### src/rtl/rpd_pkg.sv
package rpd_pkg;
  // Register addresses decoded by the port; values are part of the register map.
  localparam int unsigned ADDR_COUNT  = 0;
  localparam int unsigned ADDR_THRESH = 1;

  // Decoded write strobes handed from the register port to the datapath.
  typedef struct packed {
    logic clr;     // clear the measured count
    logic thr_we;  // load the threshold register
  } rpd_wr_s;
endpackage

### src/rtl/rpd_sync.sv
module rpd_sync #(
  parameter int unsigned STAGES  = 2,
  parameter logic        RST_VAL = 1'b1
) (
  input  logic clk,
  input  logic rst_n,
  input  logic d_async,
  output logic q_sync
);
  logic [STAGES-1:0] chain_q;

  generate
    if (STAGES == 1) begin : g_single
      always_ff @(posedge clk or negedge rst_n) begin
        if (!rst_n) chain_q <= RST_VAL;
        else        chain_q <= d_async;
      end
    end else begin : g_multi
      always_ff @(posedge clk or negedge rst_n) begin
        if (!rst_n) chain_q <= {STAGES{RST_VAL}};
        else        chain_q <= {chain_q[STAGES-2:0], d_async};
      end
    end
  endgenerate

  assign q_sync = chain_q[STAGES-1];
endmodule

### src/rtl/rpd_counter.sv
module rpd_counter #(
  parameter int unsigned CNT_W = 29
) (
  input  logic             clk,
  input  logic             rst_n,
  input  logic             active,   // synchronised button held down
  input  logic             clr,
  output logic [CNT_W-1:0] cnt,
  output logic             sat
);
  localparam logic [CNT_W-1:0] CNT_MAX = '1;
  localparam logic [CNT_W-1:0] CNT_ONE = CNT_W'(1);

  logic [CNT_W-1:0] cnt_q;

  always_ff @(posedge clk or negedge rst_n) begin
    if (!rst_n)                          cnt_q <= '0;
    else if (clr)                        cnt_q <= '0;
    else if (active && cnt_q != CNT_MAX) cnt_q <= cnt_q + CNT_ONE;
  end

  assign cnt = cnt_q;
  assign sat = (cnt_q == CNT_MAX);
endmodule

### src/rtl/rpd_regif.sv
module rpd_regif
  import rpd_pkg::*;
#(
  parameter int unsigned CNT_W   = 29,
  parameter int unsigned DATA_W  = 32,
  parameter int unsigned ADDR_W  = 2,
  parameter int unsigned CLR_BIT = 31
) (
  input  logic              clk,
  input  logic              rst_n,
  input  logic              wr_en,
  input  logic [ADDR_W-1:0] addr,
  input  logic [DATA_W-1:0] wdata,
  input  logic [CNT_W-1:0]  cnt,
  output rpd_wr_s           wr,
  output logic [CNT_W-1:0]  thr,
  output logic [DATA_W-1:0] rdata
);
  localparam logic [ADDR_W-1:0] A_CNT = ADDR_W'(ADDR_COUNT);
  localparam logic [ADDR_W-1:0] A_THR = ADDR_W'(ADDR_THRESH);

  logic [CNT_W-1:0] thr_q;

  always_comb begin
    wr.clr    = wr_en && (addr == A_CNT) && wdata[CLR_BIT];
    wr.thr_we = wr_en && (addr == A_THR);
  end

  always_ff @(posedge clk or negedge rst_n) begin
    if (!rst_n)         thr_q <= '1;
    else if (wr.thr_we) thr_q <= wdata[CNT_W-1:0];
  end

  always_comb begin
    rdata = '0;
    if (addr == A_CNT)      rdata[CNT_W-1:0] = cnt;
    else if (addr == A_THR) rdata[CNT_W-1:0] = thr_q;
  end

  assign thr = thr_q;
endmodule

### src/rtl/rpd_cmp.sv
module rpd_cmp #(
  parameter int unsigned CNT_W  = 29,
  parameter bit          ENABLE = 1'b1
) (
  input  logic [CNT_W-1:0] cnt,
  input  logic [CNT_W-1:0] thr,
  output logic             hit
);
  generate
    if (ENABLE) begin : g_cmp
      assign hit = (cnt >= thr);
    end else begin : g_nocmp
      logic unused_inputs;
      assign unused_inputs = ^{cnt, thr};
      assign hit = 1'b0;
    end
  endgenerate
endmodule

### src/rtl/rpd_top.sv
module rpd_top
  import rpd_pkg::*;
#(
  parameter int unsigned CNT_W       = 29,
  parameter int unsigned DATA_W      = 32,
  parameter int unsigned ADDR_W      = 2,
  parameter int unsigned CLR_BIT     = 31,
  parameter int unsigned SYNC_STAGES = 2,
  parameter bit          HAS_CMP     = 1'b1
) (
  input  logic              clk,
  input  logic              rst_n,
  input  logic              btn_n,
  input  logic              wr_en,
  input  logic [ADDR_W-1:0] addr,
  input  logic [DATA_W-1:0] wdata,
  output logic [DATA_W-1:0] rdata,
  output logic              cmp_hit
);
  logic             btn_sync_n;
  logic [CNT_W-1:0] cnt_q;
  logic [CNT_W-1:0] thr_q;
  logic             cnt_sat;
  rpd_wr_s          wr_s;
  logic             clr_pulse;

  rpd_sync #(.STAGES(SYNC_STAGES), .RST_VAL(1'b1)) u_sync (
    .clk(clk), .rst_n(rst_n), .d_async(btn_n), .q_sync(btn_sync_n)
  );

  rpd_regif #(.CNT_W(CNT_W), .DATA_W(DATA_W), .ADDR_W(ADDR_W), .CLR_BIT(CLR_BIT)) u_regif (
    .clk(clk), .rst_n(rst_n), .wr_en(wr_en), .addr(addr), .wdata(wdata),
    .cnt(cnt_q), .wr(wr_s), .thr(thr_q), .rdata(rdata)
  );

  assign clr_pulse = wr_s.clr;

  rpd_counter #(.CNT_W(CNT_W)) u_cnt (
    .clk(clk), .rst_n(rst_n), .active(!btn_sync_n), .clr(clr_pulse),
    .cnt(cnt_q), .sat(cnt_sat)
  );

  rpd_cmp #(.CNT_W(CNT_W), .ENABLE(HAS_CMP)) u_cmp (
    .cnt(cnt_q), .thr(thr_q), .hit(cmp_hit)
  );
endmodule

### config.mk
export PLATFORM = sky130hd
export DESIGN_NAME = rpd_top
export DESIGN_NICKNAME = d
export VERILOG_FILES = /design/src/rtl/rpd_pkg.sv /design/src/rtl/rpd_sync.sv /design/src/rtl/rpd_counter.sv /design/src/rtl/rpd_regif.sv /design/src/rtl/rpd_cmp.sv /design/src/rtl/rpd_top.sv
export SDC_FILE = /design/constraint.sdc
export NUM_CORES = 1
export LEC_CHECK = 0
export CAP_MARGIN = 25
export CORE_MARGIN = 2
export CORE_UTILIZATION = 30
export DETAILED_ROUTE_END_ITERATION = 8
export PLACE_DENSITY_LB_ADDON = 0.08
export RECOVER_POWER = 25
export SYNTH_ARGS = -nofsm -noshare
export SYNTH_HDL_FRONTEND = slang
export SYNTH_SLANG_ARGS = --single-unit
### constraint.sdc
create_clock -name clk -period 2.4 [get_ports clk]
set_input_delay 0.36 -clock clk [delete_from_list [all_inputs] [get_ports clk]]
set_output_delay 0.36 -clock clk [all_outputs]
set_load 0.005 [all_outputs]
### Yosys cells after proc, flatten, opt, wreduce, memory -nomap -nowiden

Index checks and enable logic that the tools add are counted.

* flip-flop bits (word level): 60
* input bits: 38
* output and inout bits: 33
* logic and storage cells: 18

* $add $sub $neg: 1
* magnitude comparators: 1
* eq/ne operators: 2
* mux-type cells: 4
* reduce and logical (&&, ||, !) cells: 7

Operator list (count)
* $mux 29: 4
* $add 29x1->29 const B: 1
* $ge 29x29->1: 1
* $ne 29x29->1 const B: 1
* $logic_and 1x1->1: 4
* $eq 2x1->1 const B: 1
* $logic_not 2->1: 1
* $reduce_bool 2->1: 1
* $logic_not 1->1: 1

### Depth between registers and ports, before layout

Gate-level depths: netlist of run 1.

* word-level depth: 4
* depth in mapped cells: 7

### By module

From an unflattened synthesis of run 1, not the netlist that was laid out.

* cells, all modules: 399
* area, all modules: 4137.7 um^2

Modules (own cells, without submodules)
* rpd_regif: instances 1, cells each 133, area each 1731.7 um^2, sequential area each 762.0 um^2
* rpd_counter: instances 1, cells each 160, area each 1611.5 um^2, sequential area each 725.7 um^2
* rpd_cmp: instances 1, cells each 103, area each 738.2 um^2, sequential area each 0.0 um^2
* rpd_sync: instances 1, cells each 2, area each 52.6 um^2, sequential area each 52.6 um^2
* rpd_top: instances 1, cells each 1, area each 3.8 um^2, sequential area each 0.0 um^2

### Least setup slack after synthesis of run 1

Ideal clock, no wire load.

* path kind: flip-flop to output port
* start: register u_regif.thr_q[14], in the netlist u_regif.thr[14]
* end: output cmp_hit
* arrival: 1860 ps
* required time: 2040 ps
* slack: 180 ps
* cell stages (with the launch flop): 8
* cell sequence: dfstp_2 -> inv_1 -> ha_1 -> a21oi_1 -> o21ai_0 -> a221o_1 -> a2111oi_0 -> o21ai_0

* longest elaborated chain between the ends: 1

Ends and longest elaborated chain
* start, declared: line rpd_regif.sv:22 `logic [CNT_W-1:0] thr_q;`
* start signal, assigned: line rpd_regif.sv:31 `else if (wr.thr_we) thr_q <= wdata[CNT_W-1:0];`
* $ge 29x29->1: line rpd_cmp.sv:11 `assign hit = (cnt >= thr);`
* end, declared: line rpd_top.sv:18 `output logic cmp_hit`

Every way passes these cells.

### Worst setup path in the final report of run 1

* start: register u_regif.thr_q[16], in the netlist u_regif.thr[16]
* end: output cmp_hit

Same word-level chain as after synthesis.

==> flow_metrics.tcl, run 1 <==
set metrics [dict create \
    outcome "finished with violations" \
    failing_checks "negative setup slack" \
    static-leakage-power_nw 2.586 \
    setup_slack_ns -0.2605 \
    post-route-min-period_ns 2.660 \
    design_area_mm2 0.005718 \
    grt_setup_unrepaired "yes" \
    cts_made_buffers 9 \
    drt-pass1-iter-count 4 \
    postRouteWirelength_um 10520 \
    cell_area_after_synthesis_mm2 0.004019 \
    timing_max_transition_violations_final 0 \
    setup-tns-final_ns -0.2605 \
    fin_util_pct 43.52 \
    floorplan.die_area_mm2 0.01434 \
    main_combinational_cell_family_by_area_after_synthesis "simple AND/OR/NAND/NOR gates" \
    grt_pass1_vias 3551 \
    fillers 1314 \
    initial_core_util_pct 30.59 \
    detailroute.via_count 3432 \
    ys.flop_type "sky130_fd_sc_hd__dfstp_2" \
    worst_ep_arrival_time_ns 2.30 \
    hold_path.class "primary input to async pin" \
    multiplexer_share_of_the_synthesized_area_pct 15.60 \
    synth_compound_gate_area_share_pct 10.12 \
    start_kind "flop" \
    clkLatencyLatePin_ns 0.33 \
    layout_worst_path_cycle_share_pct 110.9 \
    drt_first_iter_violations 93 \
    critical_path.max_stage_delay_ns 0.54 \
    grt_pass1_wl_um 17600 \
    antenna_left 0 \
    cts_root_buf "sky130_fd_sc_hd__clkbuf_16" \
    timing.setup.critical_path_class "flop to primary output" \
    synth.area.top_cells "sky130_fd_sc_hd__dfstp_2 (20%), sky130_fd_sc_hd__dfrtp_1 (18%), sky130_fd_sc_hd__ha_1 (9.3%)" \
    drv_cap 0 \
    floorplan.io_pins 71 \
    cts_sinks 60 \
    timing.reg2reg.worst_path_depth 6 \
    p_per_area_mw_per_mm2 691.8 \
    clock_tree.htree_level_count 3 \
    grt_antenna_before_repair 0 \
    overflow 0 \
    cell_by_cell_listing_of_the_critical_path "inv_2 > ha_4 > a21oi_2 > o21ai_1 > a221o_1 > a2111oi_4 > o21ai_1 > buf_2" \
    totalPowerFinal_mw 3.956 \
    insertedDiodeCount 0 \
    critical_path.max_fanout 2 \
    worst_setup_path_end_kind "primary output" \
    clock_tree_from_tritoncts "built" \
    worst_ir_drop_vdd_uv 389.4 \
    synth.ff_latch_count 60 \
    power.sequential.fraction_pct 33.7 \
    clockPowerShare_pct 38.7 \
    synthesis.area_per_instance_um2 9.638 \
    grt.total_usage_pct 15.58 \
    met2_usage_grt_pct 26.43 \
    ys.warnings.count 0 \
    grt_use_met3_pct 3.992 \
    number_of_synthesized_flops_with_an_enable_pin 0 \
    synth_top_area_cell "sky130_fd_sc_hd__dfstp_2" \
    combPwrFrac_pct 27.6 \
    last_weighted_congestion_value_of_the_routability_driven_placer 0.8021 \
    crit_path_top_delay_cell "sky130_fd_sc_hd__dfstp_2" \
    placement.cell_area_mm2 0.005270 \
    synthAdderAreaFrac_pct 9.340 \
    dieHeight_um 119.7 \
    power_switching_mw 1.047 \
    clock_tree.buffer_depth 2 \
    grt.met1_usage_pct 19.95 \
    route.detailed.drc 0 \
    max_freq_mhz 375.9 \
    area_growth_syn_to_layout_pct 42.28 \
    holdWs_ns 0.3239 \
    yosysUniqueCellTypes 48 \
    critical-path-top-cell-by-count "sky130_fd_sc_hd__o21ai_1" \
    vias_per_cell 4.780 \
    largest_delay_share_family_worst_path "compound AO/OA/AOI/OAI gates" \
    grt_start_max_net_pins 33 \
    wire_per_inst_um 14.65 \
    port-buffer-count 65 \
    drive_gt1_share_pct 30.07 \
    count_of_placed_standard_cells_including_taps 700 \
    finClkSkew_ns 0.006980 \
    dp_hpwl_um 7905 \
    layoutNonFillerInstCount 718 \
    cell_internal_pwr_mw 2.909 \
    regToRegStartpoint "u_cnt.cnt[20]" \
    core_mm2 0.01314 \
    num_rows 42 \
    reg2reg_setup_slack_ns 0.37 \
    worstPathRequired_ns 2.04 \
    synth_cells 417 \
    finalHoldViolCount 0 \
    die-width_um 119.7 \
    reg2reg_to "u_cnt.cnt[27]" \
    synthArstFlopShare_pct 100.0 \
    synth.top_cell.area_share_pct 20.27 \
    ys_seq_area_share_pct 38.33 \
    path_buf_inv 2 \
    detailedPlace.worstSlack_ns -0.5185 \
    clkTransAtPathRegs_ns 0.06 \
    yosys.area_share.xor_xnor_pct 0.4359 \
    timing.slew.headroom_pct 9.374 \
    worst_slew_pin_slew_ns 1.359 \
    cts-hold-fix-buffers 0 \
    final_nets 605 \
    switching_share_pct 26.47 \
    final-setup-viol-count 1 \
    grt-busiest-layer "met2" \
    synthSimpleGateAreaFrac_pct 20.39 \
]
-- registers in the layout, summed over array words and instances, names as in the netlist --
register,flops
u_regif.thr,29
u_cnt.cnt,29
u_sync.chain_q,2
-- worst reg2reg max path, cell delays in order, from the launching register on --
cell                      delay, ns
sky130_fd_sc_hd__dfrtp_1       0.39
sky130_fd_sc_hd__buf_4         0.16
sky130_fd_sc_hd__and3_4        0.22
sky130_fd_sc_hd__nand4_4       0.18
sky130_fd_sc_hd__or4_1         0.54
sky130_fd_sc_hd__or3_1         0.31
sky130_fd_sc_hd__a21oi_1       0.15
-- worst max path at each step --
| stage | startpoint | to | slack, ns | cells past startpoint |
|---|---|---|---|---|
| final | u_regif.thr[16] | cmp_hit | -0.26 | 8 |
| after global routing | u_regif.thr[14] | cmp_hit | -0.37 | 8 |
| after CTS | u_regif.thr[17] | cmp_hit | -0.26 | 7 |
| after detailed placement | u_regif.thr[14] | cmp_hit | -0.52 | 8 |
| after global placement | u_regif.thr[14] | cmp_hit | -0.43 | 8 |
| after floorplan | u_regif.thr[14] | cmp_hit | 0.18 | 7 |
-- final cells by class --
cell class              instances  area (um2)  share of cell area [%]
multi-input cells             308        2364                   41.33
clock buffers                  12       256.5                   4.486
clock inverters                 4       95.09                   1.663
inverters                      29       108.9                   1.904
well taps                     176       220.2                   3.851
repair buffers                129        1134                   19.83
flip-flops and latches         60        1540                   26.94
-- Yosys cell counts (3+ instances only) --
| library cell | count |
|---|---|
| sky130_fd_sc_hd__mux2i_1 | 30 |
| sky130_fd_sc_hd__inv_1 | 29 |
| sky130_fd_sc_hd__buf_1 | 3 |
| sky130_fd_sc_hd__o31ai_1 | 3 |
| sky130_fd_sc_hd__a21oi_1 | 33 |
| sky130_fd_sc_hd__or3_1 | 19 |
| sky130_fd_sc_hd__ha_1 | 30 |
| sky130_fd_sc_hd__nor2b_1 | 5 |
| sky130_fd_sc_hd__dfstp_2 | 31 |
| sky130_fd_sc_hd__and3_1 | 3 |
| sky130_fd_sc_hd__or4_1 | 7 |
| sky130_fd_sc_hd__buf_2 | 3 |
| sky130_fd_sc_hd__nand4_1 | 10 |
| sky130_fd_sc_hd__buf_4 | 5 |
| sky130_fd_sc_hd__nand2_1 | 21 |
| sky130_fd_sc_hd__nand2b_1 | 3 |
| sky130_fd_sc_hd__nor3_1 | 3 |
| sky130_fd_sc_hd__nand3_1 | 12 |
| sky130_fd_sc_hd__o21ai_1 | 8 |
| sky130_fd_sc_hd__mux2_2 | 29 |
| sky130_fd_sc_hd__nor2_1 | 38 |
| sky130_fd_sc_hd__clkbuf_1 | 9 |
| sky130_fd_sc_hd__nand3b_1 | 3 |
| sky130_fd_sc_hd__o21ai_0 | 17 |
| sky130_fd_sc_hd__a21o_1 | 4 |
| sky130_fd_sc_hd__dfrtp_1 | 29 |
| sky130_fd_sc_hd__and4_1 | 3 |
-- layer usage --
metal	vias up	routed length (um)	share of wire [%]
met2	50	5124	49
met4	0	90	0.86
li1	1745	-	-
met3	8	357	3.4
met5	-	0	0
met1	1629	4950	47
-- timing repair --
| action | CTS | global route |
|---|---|---|
| setup buffers | 2 | 0 |
| resized for setup | 18 | 4 |
| gates cloned | 0 | 0 |
| pin swaps | 7 | 1 |
| setup endpoints to repair | 1 | 1 |
| hold endpoints to repair | 0 | 0 |
-- kinds of logic (layout without fill, tap and decap cells) --
logic type / count (synthesis) / after routing
simple gates: 141 / 141
compound gates: 73 / 73
flops: 60 / 60
mux: 59 / 59
buf+inv: 51 / 174
fa+ha+maj: 30 / 30
xor+xnor: 2 / 2
other cells: 1 / 3
-- cell usage in the layout (no fill, tap or decap), drive strengths merged, types with 2 or more instances in the layout --
master         instances
buf                   64
clkdlybuf4s50         61
nor2                  38
a21oi                 33
dfstp                 31
mux2i                 30
ha                    30
mux2                  29
dfrtp                 29
inv                   29
o21ai                 25
nand2                 21
or3                   19
clkbuf                15
nand4                 13
nand3                 12
or4                    7
and3                   6
nor2b                  5
and4                   5
a21o                   4
nand2b                 3
nand3b                 3
nor3                   3
o31ai                  3
conb                   3
bufinv                 3
a31oi                  2
o2111ai                2
xor2                   2
nor4                   2
or4b                   2
-- power groups by stage --
stage / clock, mW / combinational (mW) / sequential [mW]
2_1_floorplan: 0 / 0.494 / 1.37
3_3_place_gp: 0 / 1.05 / 1.34
3_5_place_dp: 0 / 1.07 / 1.35
4_1_cts: 1.57 / 1.11 / 1.33
5_1_grt: 1.61 / 1.23 / 1.36
6_report: 1.53 / 1.09 / 1.33
Note: power is estimated with default switching activity, not from simulation.
==> inputs of run 2 (changes only) <==
--- a/config.mk
+++ b/config.mk
@@ -7,7 +7,7 @@
 export LEC_CHECK = 0
 export CAP_MARGIN = 25
 export CORE_MARGIN = 2
-export CORE_UTILIZATION = 30
+export CORE_UTILIZATION = 42
 export DETAILED_ROUTE_END_ITERATION = 8
 export PLACE_DENSITY_LB_ADDON = 0.08
 export RECOVER_POWER = 25
==> run 2 against run 1 <==
Against the previous run:
- the run ends with max-capacitance violations, max-slew violations, negative setup slack left
- final area is 4.1% lower
- non-clock buffer count decreased by 4
- setup slack improved by 0.024 ns
- count of clock-buffer cells in the layout increased by 2
- critical path depth fell by 1
- clock skew is 0.00076 ns higher
- via count increased by 2.4%
- critical path type unchanged
- largest cell class unchanged
- largest power group is now registers
- highest routed layer unchanged
==> flow_metrics.tcl, run 2 (synthesis gave the netlist of run 1 again) <==
set metrics [dict create \
    outcome "finished with violations" \
    failing_checks "max-capacitance violations, max-slew violations, negative setup slack" \
    timing_max_transition_violations_final 29 \
    cts-hold-fix-buffers 0 \
    vias_per_cell 5.267 \
    final_common_cell "sky130_fd_sc_hd__clkdlybuf4s50_1" \
    timing.setup.critical_path_class "flop to primary output" \
    worst_slew_pin_slew_ns 1.580 \
    setup_slack_ns -0.2365 \
    detailroute.via_count 3513 \
    max_freq_mhz 379.3 \
    detailedPlace.worstSlack_ns -0.5896 \
    hold_path.class "flop to flop" \
    drv_cap 1 \
    clock_tree.htree_level_count 3 \
    grt_start_max_net_pins 34 \
    finClkSkew_ns 0.007736 \
    initial_core_util_pct 43.29 \
    clock_tree_from_tritoncts "built" \
    final_cell_mix "sky130_fd_sc_hd__clkdlybuf4s50_1 (61), sky130_fd_sc_hd__buf_4 (58), sky130_fd_sc_hd__nor2_1 (38)" \
    route.detailed.drc 0 \
    worst_ir_drop_vdd_uv 368.4 \
    dp_hpwl_um 7410 \
    drt_first_iter_violations 126 \
    start_kind "flop" \
    grt_pass1_wl_um 16590 \
    clkTransAtPathRegs_ns 0.06 \
    die-width_um 101.8 \
    antenna_left 0 \
    post-route-min-period_ns 2.637 \
    static-leakage-power_nw 2.491 \
    critical_path.max_fanout 2 \
    clkLatencyLatePin_ns 0.34 \
    area_growth_syn_to_layout_pct 36.43 \
    grt.total_usage_pct 20.60 \
    overflow 0 \
    final_nets 601 \
    floorplan.io_pins 71 \
    last_weighted_congestion_value_of_the_routability_driven_placer 0.9036 \
    postRouteWirelength_um 10130 \
    final-setup-viol-count 1 \
    fillers 847 \
    grt_setup_unrepaired "yes" \
    area_of_combinational_cells_with_multiple_inputs_mm2 0.002390 \
    layout_worst_path_cycle_share_pct 109.9 \
    wire_per_inst_um 15.19 \
    grt_antenna_before_repair 0 \
    grt_pass1_vias 3440 \
    worst_setup_path_end_kind "primary output" \
    floorplan.die_area_mm2 0.01037 \
    cts_sinks 60 \
    finalHoldViolCount 0 \
    drive_gt1_share_pct 29.74 \
    core_mm2 0.009284 \
    timing.slew.headroom_pct -5.365 \
    register_area_mm2 0.001540 \
    cts_root_buf "sky130_fd_sc_hd__clkbuf_8" \
    num_rows 35 \
    worst_ep_arrival_time_ns 2.28 \
    worstPathRequired_ns 2.04 \
    port-buffer-count 65 \
    insertedDiodeCount 0 \
    clock_tree.buffer_depth 2 \
    p_per_area_mw_per_mm2 609.6 \
    cts_made_buffers 9 \
    fin_util_pct 59.06 \
    dieHeight_um 101.8 \
    drt-pass1-iter-count 4 \
]
## run 2: metrics by stage
stage / TNS [ns] / hold WS, ns / cells / cell area [um2] / total power, mW
floorplan: 0 / 0.06441 / 419 / 4026 / 1.867
global placement: -0.4019 / 0.3465 / 650 / 5176 / 2.353
detailed placement: -0.5896 / 0.3478 / 650 / 5176 / 2.391
CTS: -0.3009 / 0.07611 / 667 / 5455 / 3.344
global route: -0.3627 / 0.3629 / 667 / 5483 / 3.578
finish: -0.2365 / 0.3563 / 667 / 5483 / 3.342
## run 2: worst max-delay path, stage by stage, from the launching register on
cell and delay, ns:
sky130_fd_sc_hd__dfstp_2 0.54, sky130_fd_sc_hd__inv_2 0.04, sky130_fd_sc_hd__ha_4 0.23, sky130_fd_sc_hd__and4_4 0.19
sky130_fd_sc_hd__a221o_1 0.39, sky130_fd_sc_hd__a2111oi_4 0.30, sky130_fd_sc_hd__o21ai_1 0.12, sky130_fd_sc_hd__buf_2 0.14
## run 2: worst paths after layout
check | start | to | slack [ns] | cells after the start
max in group asynchronous | rst_n | u_cnt.cnt[14] | 0.41 | 2
max reg2reg | u_cnt.cnt[2] | u_cnt.cnt[22] | 0.24 | 6
min reg2reg | u_sync.chain_q[0] | u_sync.chain_q[1] | 0.36 | 0
min in group asynchronous | rst_n | u_cnt.cnt[4] | 0.41 | 1
min | u_sync.chain_q[0] | u_sync.chain_q[1] | 0.36 | 0
max | u_regif.thr[17] | cmp_hit | -0.24 | 7
## run 2: repair_timing
action,CTS,global route
endpoints found under the setup margin,1,1
pin swaps,7,2
buffers inserted,1,0
resized for setup,18,8
## run 2: routing by layer
metal,up-vias,GRT usage [%],wire length (um)
li1,1730,-,-
met1,1687,27.34,4706
met2,81,34.16,4890
met3,15,3.078,360
met4,0,7.795,177
met5,-,0,0
## run 2: layout make-up
| cell class | count | area share, % |
|---|---|---|
| sequential | 60 | 28.09 |
| inverter | 29 | 1.985 |
| timing repair buffer | 125 | 19.97 |
| tap | 129 | 2.944 |
| clock inverter | 2 | 0.6390 |
| multi-input combinational | 308 | 43.59 |
| clock buffer | 14 | 2.784 |
## run 2: where the power goes
part / leakage (nW) / switching (mW) / internal, mW
sequential: 0.721 / 0.104 / 1.23
combinational: 1.68 / 0.495 / 0.606
clock: 0.0947 / 0.396 / 0.509
total: 2.49 / 0.994 / 2.35
==> inputs of run 3 (changes only) <==
--- a/config.mk
+++ b/config.mk
@@ -7,7 +7,7 @@
 export LEC_CHECK = 0
 export CAP_MARGIN = 25
 export CORE_MARGIN = 2
-export CORE_UTILIZATION = 42
+export CORE_UTILIZATION = 45
 export DETAILED_ROUTE_END_ITERATION = 8
 export PLACE_DENSITY_LB_ADDON = 0.08
 export RECOVER_POWER = 25
==> run 3 against run 2 <==
Against the previous run:
- the run still ends with max-capacitance violations, max-slew violations, negative setup slack left
- utilization increased by 3.5 points
- sequential cell count unchanged
- sequential power is essentially flat
- critical endpoint unchanged
==> flow_metrics.tcl, run 3 (synthesis gave the netlist of run 1 again) <==
set metrics [dict create \
    layoutNonFillerInstCount 645 \
    port-buffer-count 65 \
    finClkSkew_ns 0.01227 \
    antenna_left 0 \
    max_freq_mhz 370.5 \
    final_cell_mix "sky130_fd_sc_hd__clkdlybuf4s50_1 (61), sky130_fd_sc_hd__buf_4 (56), sky130_fd_sc_hd__nor2_1 (38)" \
    grt_antenna_before_repair 0 \
    finalHoldViolCount 0 \
    start_kind "flop" \
    reg2reg_to "u_cnt.cnt[22]" \
    wire_per_inst_um 15.16 \
    final_nets 600 \
    holdWs_ns 0.3558 \
    worst_ir_drop_vdd_uv 298.5 \
    overflow 0 \
    timing.reg2reg.worst_path_depth 6 \
    cell_internal_pwr_mw 2.285 \
    dieHeight_um 98.50 \
    floorplan.io_pins 71 \
    timing.setup.critical_path_class "flop to primary output" \
    cts_sinks 60 \
    failing_checks "max-capacitance violations, max-slew violations, negative setup slack" \
    hp-start "u_sync.chain_q[0]" \
    area_growth_syn_to_layout_pct 35.12 \
    worst_setup_path_end_kind "primary output" \
    worstPathRequired_ns 2.04 \
    regToRegStartpoint "u_cnt.cnt[2]" \
    cts_made_buffers 9 \
    postRouteWirelength_um 9779 \
    final_common_cell "sky130_fd_sc_hd__clkdlybuf4s50_1" \
    combPwrFrac_pct 32.9 \
    switching_share_pct 29.96 \
    post-route-min-period_ns 2.699 \
    reg2reg_setup_slack_ns 0.32 \
    cts_root_buf "sky130_fd_sc_hd__clkbuf_8" \
    clock_tree.buffer_depth 2 \
    insertedDiodeCount 0 \
    grt.total_usage_pct 21.37 \
    worst_slew_pin_slew_ns 1.511 \
    initial_core_util_pct 46.31 \
    final-setup-viol-count 1 \
    grt_setup_unrepaired "yes" \
    count_of_placed_standard_cells_including_taps 628 \
    detailedPlace.worstSlack_ns -0.5605 \
    drt_first_iter_violations 128 \
    cts-hold-fix-buffers 0 \
    layout_worst_path_cycle_share_pct 112.5 \
    holdPathStages 0 \
    drv_cap 1 \
    critical_path.max_fanout 2 \
    setup_slack_ns -0.2991 \
    timing.slew.headroom_pct -0.7072 \
    p_per_area_mw_per_mm2 600.9 \
    num_rows 34 \
    last_weighted_congestion_value_of_the_routability_driven_placer 0.8370 \
    power_switching_uw 977.7 \
    floorplan.die_area_mm2 0.009702 \
    grt_pass1_wl_um 16750 \
    power.sequential.fraction_pct 40.8 \
    clockPowerShare_pct 26.3 \
    clock_tree_from_tritoncts "built" \
    hold_path.class "flop to flop" \
    detailroute.via_count 3479 \
    holdPathEnd "u_sync.chain_q[1]" \
    setup-tns-final_ns -0.2991 \
    outcome "finished with violations" \
    clkLatencyLatePin_ns 0.34 \
    drive_gt1_share_pct 29.24 \
    worst_ep_arrival_time_ns 2.34 \
    drt-pass1-iter-count 5 \
    static-leakage-power_nw 2.489 \
    grt_pass1_vias 3555 \
    core_mm2 0.008678 \
    clkTransAtPathRegs_ns 0.07 \
    grt_start_max_net_pins 34 \
    die-width_um 98.50 \
    route.detailed.drc 0 \
    timing_max_transition_violations_final 29 \
    dp_hpwl_um 7071 \
    clock_tree.htree_level_count 3 \
    vias_per_cell 5.394 \
]
==> run 3: per-layer routing <==
metal  part of all wire [%]  GRT usage [%]  wire [um]  up-vias
li1                       -              -          -     1746
met2                     49          36.42       4772       62
met4                    1.3          5.585        123        0
met3                    3.4          4.326        337       10
met1                     46          27.87       4545     1661
met5                      0              0          0        -
==> run 3: power by group through the flow <==
stage / combinational, mW / sequential, mW / clock, mW
3_5_place_dp: 1.04 / 1.34 / 0
3_3_place_gp: 1.01 / 1.34 / 0
6_report: 1.07 / 1.33 / 0.858
4_1_cts: 1.08 / 1.33 / 0.881
2_1_floorplan: 0.494 / 1.37 / 0
5_1_grt: 1.21 / 1.35 / 0.929
==> run 3: through the flow <==
stage	instance area, um2	power, mW	utilization (%)
6_report	5430	3.263	62.57
5_1_grt	5430	3.491	62.57
4_1_cts	5428	3.288	62.54
3_5_place_dp	5155	2.382	59.40
3_3_place_gp	5155	2.349	59.40
2_1_floorplan	4026	1.867	-
==> run 3: layout make-up <==
class                           count  area [um2]
Inverter                           29       108.9
Clock buffer                       15       176.4
Clock inverter                      1       5.005
Fill cell                         750        3248
Multi-Input combinational cell    308        2365
Sequential cell                    60        1540
Tap cell                          108       135.1
Timing Repair Buffer              124        1100
==> run 3: what timing repair did <==
item | 4_1_cts | 5_1_grt
resized for setup | 18 | 3
pin swaps | 8 | 0
setup endpoints to repair | 1 | 1
buffers inserted | 1 | 0
==> run 3: worst max-delay path, stage by stage (launching register included) <==
cell                        delay, ns
sky130_fd_sc_hd__dfstp_2         0.54
sky130_fd_sc_hd__inv_2           0.04
sky130_fd_sc_hd__ha_4            0.22
sky130_fd_sc_hd__and4_1          0.20
sky130_fd_sc_hd__a221o_1         0.39
sky130_fd_sc_hd__a2111oi_4       0.31
sky130_fd_sc_hd__o21ai_1         0.14
sky130_fd_sc_hd__buf_2           0.15
==> run 3: worst max path at each step <==
stage                         start  cells past startpoint       to
detailed placement  u_regif.thr[14]                      8  cmp_hit
floorplan           u_regif.thr[14]                      7  cmp_hit
global route         u_regif.thr[2]                      9  cmp_hit
CTS                 u_regif.thr[18]                      7  cmp_hit
finish              u_regif.thr[18]                      7  cmp_hit
global placement    u_regif.thr[14]                      8  cmp_hit
